$ cat config.mk
export PLATFORM = sky130hd
export DESIGN_NAME = tone_noise_shifter
export DESIGN_NICKNAME = d
export VERILOG_FILES = /design/src/rtl/tsg_pkg.sv /design/src/rtl/tsg_rate_div.sv /design/src/rtl/tsg_pattern_shift.sv /design/src/rtl/tsg_noise_lfsr.sv /design/src/rtl/tone_noise_shifter.sv
export SDC_FILE = /design/constraint.sdc
export NUM_CORES = 1
export LEC_CHECK = 0
export BUFFER_PORTS_ARGS = -buffer_cell sky130_fd_sc_hd__clkbuf_2
export CAP_MARGIN = 20
export CORE_ASPECT_RATIO = 1.1
export CORE_MARGIN = 2
export CORE_UTILIZATION = 45
export CTS_BUF_LIST = sky130_fd_sc_hd__clkbuf_8
export CTS_CLUSTER_SIZE = 24
export DETAILED_ROUTE_END_ITERATION = 10
export HOLD_SLACK_MARGIN = 0.05
export PLACE_DENSITY = 0.66
export SYNTH_ARGS = -nofsm -noshare
export SYNTH_HDL_FRONTEND = slang
export SYNTH_SLANG_ARGS = --single-unit
$ cat constraint.sdc
create_clock -name clk -period 5.3 [get_ports clk]
set_clock_uncertainty 0.15 [all_clocks]
set_input_delay 0.265 -clock clk [delete_from_list [all_inputs] [get_ports clk]]
set_output_delay 0.265 -clock clk [all_outputs]
set_load 0.03 [all_outputs]
$ cat src/rtl/tsg_pkg.sv
package tsg_pkg;
    localparam int unsigned BYTE_W = 8;
    localparam int unsigned VOL_W  = 4;

    // Field order matches the control byte, most significant bit first.
    typedef struct packed {
        logic             on;
        logic             rotate;
        logic             fast;
        logic             noise;
        logic [VOL_W-1:0] vol;
    } ctrl_t;
endpackage

$ cat src/rtl/tsg_rate_div.sv
module tsg_rate_div #(
    parameter int unsigned FAST_DIV = 4,
    parameter int unsigned SLOW_DIV = 16
) (
    input  logic clk,
    input  logic rst_n,
    input  logic tick,
    input  logic run,
    input  logic fast,
    output logic step
);
    localparam int unsigned CNT_W = $clog2(SLOW_DIV);

    typedef struct packed {
        logic [CNT_W-1:0] cnt;
    } div_st_t;

    div_st_t          st_d, st_q;
    logic [CNT_W-1:0] last_d;

    always_comb begin
        st_d   = st_q;
        step   = 1'b0;
        last_d = fast ? CNT_W'(FAST_DIV - 1) : CNT_W'(SLOW_DIV - 1);
        if (run && tick) begin
            if (st_q.cnt >= last_d) begin
                st_d.cnt = '0;
                step     = 1'b1;
            end else begin
                st_d.cnt = st_q.cnt + CNT_W'(1);
            end
        end
    end

    always_ff @(posedge clk) begin
        if (!rst_n) st_q <= '0;
        else        st_q <= st_d;
    end
endmodule

$ cat src/rtl/tsg_pattern_shift.sv
module tsg_pattern_shift import tsg_pkg::*; #(
    parameter int unsigned PAT_BYTES = 3,
    localparam int unsigned IDX_W    = $clog2(PAT_BYTES)
) (
    input  logic              clk,
    input  logic              rst_n,
    input  logic              load,
    input  logic [IDX_W-1:0]  load_idx,
    input  logic [BYTE_W-1:0] load_byte,
    input  logic              step,
    input  logic              rotate,
    output logic              pat_bit,
    output logic              empty
);
    localparam int unsigned PAT_W = PAT_BYTES * BYTE_W;
    localparam int unsigned CNT_W = $clog2(PAT_W + 1);

    typedef struct packed {
        logic [PAT_W-1:0] pat;
        logic [CNT_W-1:0] cnt;
        logic             empty;
    } sh_st_t;

    sh_st_t st_d, st_q;

    always_comb begin
        st_d = st_q;
        if (load) begin
            for (int i = 0; i < int'(PAT_BYTES); i++) begin
                if (load_idx == IDX_W'(i)) st_d.pat[i*BYTE_W +: BYTE_W] = load_byte;
            end
            st_d.cnt   = '0;
            st_d.empty = 1'b0;
        end else if (step) begin
            st_d.pat = {(rotate ? st_q.pat[0] : 1'b0), st_q.pat[PAT_W-1:1]};
            if (!rotate && !st_q.empty) begin
                st_d.cnt = st_q.cnt + CNT_W'(1);
                if (st_q.cnt == CNT_W'(PAT_W - 1)) st_d.empty = 1'b1;
            end
        end
    end

    always_ff @(posedge clk) begin
        if (!rst_n) begin
            st_q.pat   <= '0;
            st_q.cnt   <= CNT_W'(PAT_W);
            st_q.empty <= 1'b1;
        end else begin
            st_q <= st_d;
        end
    end

    assign pat_bit = st_q.pat[0];
    assign empty   = st_q.empty;
endmodule

$ cat src/rtl/tsg_noise_lfsr.sv
module tsg_noise_lfsr #(
    parameter int unsigned      LFSR_W = 16,
    parameter logic [LFSR_W-1:0] TAPS  = 'hB400,
    parameter logic [LFSR_W-1:0] SEED  = 'h0001
) (
    input  logic clk,
    input  logic rst_n,
    input  logic step,
    output logic noise_bit
);
    typedef struct packed {
        logic [LFSR_W-1:0] lfsr;
    } lf_st_t;

    lf_st_t st_d, st_q;

    always_comb begin
        st_d = st_q;
        if (step) st_d.lfsr = (st_q.lfsr >> 1) ^ (st_q.lfsr[0] ? TAPS : '0);
    end

    always_ff @(posedge clk) begin
        if (!rst_n) st_q.lfsr <= SEED;
        else        st_q      <= st_d;
    end

    assign noise_bit = st_q.lfsr[0];
endmodule

$ cat src/rtl/tone_noise_shifter.sv
module tone_noise_shifter import tsg_pkg::*; #(
    parameter int unsigned PAT_BYTES = 3,
    parameter int unsigned FAST_DIV  = 4,
    parameter int unsigned SLOW_DIV  = 16,
    parameter int unsigned LFSR_W    = 16,
    localparam int unsigned ADDR_W   = $clog2(PAT_BYTES + 1)
) (
    input  logic              clk,
    input  logic              rst_n,
    input  logic              line_tick,
    input  logic              wr_en,
    input  logic [ADDR_W-1:0] wr_addr,
    input  logic [BYTE_W-1:0] wr_data,
    input  logic              irq_en,
    output logic [VOL_W-1:0]  sample,
    output logic              empty,
    output logic              irq
);
    localparam int unsigned IDX_W = $clog2(PAT_BYTES);

    typedef struct packed {
        ctrl_t ctrl;
    } top_st_t;

    top_st_t st_d, st_q;
    ctrl_t   ctrl_q;
    logic    pat_load, step_w, pat_bit_w, noise_bit_w, empty_w, tone_bit;

    always_comb begin
        st_d     = st_q;
        pat_load = wr_en && (wr_addr < ADDR_W'(PAT_BYTES));
        if (wr_en && (wr_addr == ADDR_W'(PAT_BYTES))) st_d.ctrl = ctrl_t'(wr_data);
    end

    always_ff @(posedge clk) begin
        if (!rst_n) st_q <= '0;
        else        st_q <= st_d;
    end

    assign ctrl_q = st_q.ctrl;

    tsg_rate_div #(.FAST_DIV(FAST_DIV), .SLOW_DIV(SLOW_DIV)) u_div (
        .clk   (clk),
        .rst_n (rst_n),
        .tick  (line_tick),
        .run   (ctrl_q.on),
        .fast  (ctrl_q.fast),
        .step  (step_w)
    );

    tsg_pattern_shift #(.PAT_BYTES(PAT_BYTES)) u_shift (
        .clk       (clk),
        .rst_n     (rst_n),
        .load      (pat_load),
        .load_idx  (wr_addr[IDX_W-1:0]),
        .load_byte (wr_data),
        .step      (step_w),
        .rotate    (ctrl_q.rotate),
        .pat_bit   (pat_bit_w),
        .empty     (empty_w)
    );

    tsg_noise_lfsr #(.LFSR_W(LFSR_W)) u_noise (
        .clk       (clk),
        .rst_n     (rst_n),
        .step      (step_w),
        .noise_bit (noise_bit_w)
    );

    always_comb begin
        tone_bit = ctrl_q.noise ? noise_bit_w : pat_bit_w;
        sample   = (ctrl_q.on && tone_bit) ? ctrl_q.vol : '0;
        empty    = empty_w;
        irq      = empty_w && irq_en;
    end
endmodule

[Word-level counts from Yosys, hierarchy flattened]
Index checks and enable logic that the tools add are counted.
Cells by class
  $add $sub $neg: 2
  multiply operators: 0
  divide/modulo/power cells: 0
  order comparisons: 2
  equal/unequal tests: 7
  shift-type cells: 0
  muxes and demuxes: 15
  bitwise operators: 2
  reductions and logical operators: 19
Operators by type and width (number)
  30-bit two-way mux: 2
  8-bit two-way mux: 3
  16-bit two-way mux: 1
  15-bit by 16-bit bitwise XOR with 16-bit output: 1
  4-bit two-way mux: 3
  2-bit AND reduction: 5
  1-bit logical AND: 6
  6-bit two-way mux: 1
  2-bit by 1-bit inequality test with 1-bit output (second input constant): 3
  2-bit nonzero test: 3
  5-bit by 1-bit adder with 5-bit output (second input constant): 1
  5-bit equality test (second input constant): 1
  1-bit two-way mux: 5
  4-bit by 1-bit adder with 4-bit output (second input constant): 1
  2-bit equality test (second input constant): 2
  4-bit >= comparator: 1
  3-bit AND reduction: 1
  2-bit by 1-bit equality test with 1-bit output (second input constant): 1
  1-bit logical NOT: 2
  2-bit logical NOT: 1
  2-bit less-than comparator (second input constant): 1
  2-bit OR reduction: 1
  1-bit NOT: 1
Storage, ports and cells
  register bits: 58
  latch bits: 0
  bits in writable memories: 0
  memory bits (read-only): 0
  bits of input ports: 15
  output and inout bits: 6
  word-level logic and storage cells: 60
  memories kept: 0

[Depth between registers and ports, before layout]
  depth in word-level cells: 6
  mapped depth: 6
  gate-level depth less buffers: 5

[Hierarchy]
Synthesis repeated with hierarchy kept, for this count alone.
Unflattened totals
  cells, all modules: 280
  area total of the unflattened synthesis: 2770.2 um2
By module, submodules not included
  tsg_pattern_shift: times used 1, cells an instance 153, area each 1480.2 um2, sequential area each 600.6 um2
  tsg_noise_lfsr: times used 1, cells an instance 55, area each 626.9 um2, sequential area each 320.3 um2
  tone_noise_shifter: times used 1, cells an instance 43, area each 392.9 um2, sequential area each 160.2 um2
  tsg_rate_div: times used 1, cells an instance 29, area each 270.3 um2, sequential area each 80.1 um2

[Least setup slack after synthesis]
OpenSTA, ideal clock, no wires.
  kind: reg2reg
  start point: register u_div.st_q[2] in the netlist's numbering
  end point: register u_shift.st_q[16] in the netlist's numbering
  library setup time: 0.115 ns
  data arrival time: 1.743 ns
  data required time: 5.035 ns
  setup slack: 3.292 ns
  stages on the path, launching flop included: 7
  buffers on the path: 1
  period minus slack after synthesis: 2.008 ns
  cell sequence: dfxtp_1 > ha_1 > a211oi_4 > nor3_4 > buf_6 > a22o_1 > o21a_1
On the way
  longest elaborated chain between the ends: 5
Ends and longest elaborated chain
  start, declared: RTL line tsg_rate_div.sv:18  | div_st_t st_d, st_q;
  start signal, assigned: RTL line tsg_rate_div.sv:37  | else st_q <= st_d;
  4-bit >= comparator: RTL line tsg_rate_div.sv:26  | if (st_q.cnt >= last_d) begin
  1-bit two-way mux: RTL line tsg_rate_div.sv:26
  1-bit two-way mux: RTL line tsg_rate_div.sv:25  | if (run && tick) begin
  2-bit nonzero test (no source line)
  2-bit AND reduction (no source line)
  end signal, assigned: RTL line tsg_pattern_shift.sv:49  | st_q <= st_d;
  end, declared: RTL line tsg_pattern_shift.sv:24  | sh_st_t st_d, st_q;
No other way between the ends.
A chain may end at the register's enable or synchronous reset.

[Worst setup path after layout]
  start point: register u_div.st_q[2] in the netlist's numbering
  end point: register u_shift.st_q[23] in the netlist's numbering
Same word-level chain as after synthesis.

==> metrics.csv <==
metric,value,unit
CP Class,flop to flop,
final wirelength,5620,um
io pins,21,
total negative slack,0,ns
drt drc,0,
max_cap viols,0,
period utilisation layout,42.1,%
Psw,224,uW
RR Endpoint,u_shift.st_q[23],
Total Nets Final,321,
hold path depth,3,
internal power,685,uW
Finished Cell Area,2930,sq um
Hold Path Sink,ctrl_q[7],
crit-path max FO,9,
grt total ovfl,0,
combinational power share,7.3,%
status,completed,
Hold WC Path Type,input pin to flop,
post-synthesis sequential area ratio,44.4,%
hold wc startpoint,wr_data[7],
Setup Buffers After CTS,0,
Synth Register Bits,58,
# diodes,0,
Leak,1.09,nW
Row Count,29,
Flop pwr share,50.2,%
Skew-Pair Late Insertion Delay,0.34,ns
Fin. Hold Viols,0,
Post-DRT Antenna Nets,0,
Reg2Reg Setup Slack,3.07,ns
Required @ worst endpoint,5.40,ns
r2r startpoint,u_div.st_q[2],
DR vias/cell,5.52,
RSZ-0062 raised after global routing,no,
critical path data arrival time,2.33,ns
Slew Limit Fails,0,
Total Routing Usage GR,18.6,%
crit path capture type,flop,
Clock transition at path regs,0.07,ns
r2r worst-path depth,5,
PostCTS Resize Cnt,0,
switching share of power,24.6,%
Routed wire per std cell,14.6,um
Vias,2119,
initial antenna violation count,0,
Max VDD drop,0.000183,V
post-synth design cell area,2620,sq um
"commonest cells after routing, fill and taps aside","dfxtp_1, nand2_1, a21oi_1",
DP Area,2740,sq um
share of cells above drive strength 1,16.9,%
chip height,84.0,um
Synth Warn #,0,
hpwl dp,3740,um
TritonCTS clock tree,done,
first-pass GRT wire length,9410,um
routability cong.,0.768,
Initial Util,45.9,%
f_max,0.449,GHz
Die Area,6440,sq um
cts hold-fix bufs,0,
Core ar.,5700,sq um
drt first pass iters,4,
Syn-to-layout area delta,11.8,%
Clk Tree Root Cell,clkbuf_8,
violation count after the first detailed-route iteration,116,
Clock Path Buffers,2,
Num CTS Buffers,9,
"Distinct cells, synth",41,
I/O Buffers,20,
mean post-synth cell area,9.12,sq um
min Tclk post-route,2.23,ns
clock share of power,42.5,%
crit start category,flop,
slew margin rel.,42.0,%
Pwr Density,311,nW/um^2
H-Tree Level Count,3,
vias in the first global route,1950,
Sink Count,58,
Die X,76.7,um
"Net Count, Synth",306,
# setup viols final,0,
"commonest non-fill, non-tap cell in the layout",dfxtp_1,
pin count of the biggest net entering global routing,40,
worst slew pin tran,0.868,ns
Synth Instances,287,
==> critical path: stages (launching register included) <==
cell,delay [ns]
dfxtp_1,0.34
ha_1,0.35
a211oi_4,0.52
o21ai_4,0.17
and2_1,0.35
a311oi_2,0.25
==> cell families after synthesis <==
group / count (synthesis) / share of synthesized area, %
AOI/OAI and AO/OA: 84 / 25.2
xor gates and xnor gates: 9 / 3.01
adders and majority gates: 4 / 1.91
buffers and inverters: 18 / 3.25
DFF: 58 / 44.4
muxes: 10 / 3.82
and+or+nand+nor: 104 / 18.4
==> sequential cells by signal, indices dropped and copies added, names as in the netlist <==
register,count
u_noise.st_q,16
u_shift.empty,1
ctrl_q,8
u_shift.st_q,28
u_shift.pat_bit,1
u_div.st_q,4
==> power by group through the flow <==
| stage | sequential, mW | combinational (mW) | clock (mW) |
|---|---|---|---|
| 2_1_floorplan | 0.465 | 0.0462 | 0 |
| 3_3_place_gp | 0.466 | 0.0654 | 0 |
| 6_report | 0.456 | 0.0665 | 0.386 |
| 4_1_cts | 0.456 | 0.0665 | 0.393 |
| 3_5_place_dp | 0.466 | 0.0664 | 0 |
| 5_1_grt | 0.457 | 0.0728 | 0.412 |
==> metrics by stage <==
stage          utilization (%)  hold WS [ns]  total power, mW  std cells  setup slack [ns]
3_3_place_gp              48.1         0.291            0.531        368              3.11
2_1_floorplan                -         0.232            0.511        287              3.29
4_1_cts                   51.4        0.0803            0.916        384              3.06
5_1_grt                   51.4         0.120            0.942        384              2.98
3_5_place_dp              48.1         0.294            0.532        368              3.08
6_report                  51.4        0.0887            0.908        384              3.07
==> routing by layer <==
metal / vias to the layer above / routed length, um / GRT usage [%]
met2: 50 / 2660 / 28.1
met3: 9 / 224 / 3.25
met4: 0 / 93 / 11.1
li1: 1054 / - / -
met1: 1006 / 2640 / 24.7
met5: - / 0 / 0
==> cell usage after synthesis <==
master / instances / area (sq um)
a211o_1: 1 / 8.76
a211oi_1: 3 / 22.5
a211oi_4: 1 / 20.0
a21bo_2: 1 / 10.0
a21boi_0: 8 / 60.1
a21boi_1: 1 / 7.51
a21oi_1: 29 / 145
a22o_1: 8 / 70.1
a22oi_1: 8 / 60.1
a311oi_2: 8 / 120
a31oi_1: 1 / 6.26
and2_1: 6 / 37.5
buf_1: 3 / 11.3
buf_2: 2 / 10.0
buf_6: 2 / 22.5
clkbuf_1: 10 / 37.5
dfxtp_1: 58 / 1160
ha_1: 4 / 50.1
inv_1: 1 / 3.75
mux2i_1: 10 / 100
nand2_1: 41 / 154
nand2b_1: 2 / 12.5
nand3_1: 23 / 115
nand4_1: 2 / 12.5
nor2_1: 21 / 78.8
nor2_4: 1 / 11.3
nor2b_1: 2 / 12.5
nor3_1: 1 / 5.00
nor3_4: 1 / 16.3
nor4_1: 1 / 6.26
o211a_1: 1 / 10.0
o211ai_1: 1 / 7.51
o211ai_4: 1 / 21.3
o21a_1: 8 / 60.1
o21ai_0: 2 / 10.0
o21ai_1: 1 / 5.00
o21ai_4: 1 / 16.3
or2_2: 2 / 12.5
or4_1: 1 / 7.51
xnor2_1: 6 / 52.6
xor2_1: 3 / 26.3
==> how the worst max path moves through the flow <==
| stage | startpoint | endpoint | slack [ns] | depth (start not counted) |
|---|---|---|---|---|
| final | u_div.st_q[2] | u_shift.st_q[23] | 3.07 | 5 |
| after global routing | u_div.st_q[2] | u_shift.st_q[24] | 2.98 | 5 |
| after CTS | u_div.st_q[2] | u_shift.st_q[23] | 3.06 | 5 |
| after detailed placement | u_div.st_q[2] | u_shift.st_q[23] | 3.08 | 5 |
| after global placement | u_div.st_q[2] | u_shift.st_q[24] | 3.11 | 5 |
| after floorplan | u_div.st_q[2] | u_shift.st_q[16] | 3.29 | 6 |
==> cell type report <==
type,instances,area [sq um]
clock buffer,9,124
clock inverter,7,61.3
fill,549,2770
inverter,1,3.75
multi-input combinational,211,1370
sequential,58,1160
tap,77,96.3
timing repair buffer,21,108
No activity file was read; power rests on OpenSTA's default activity.
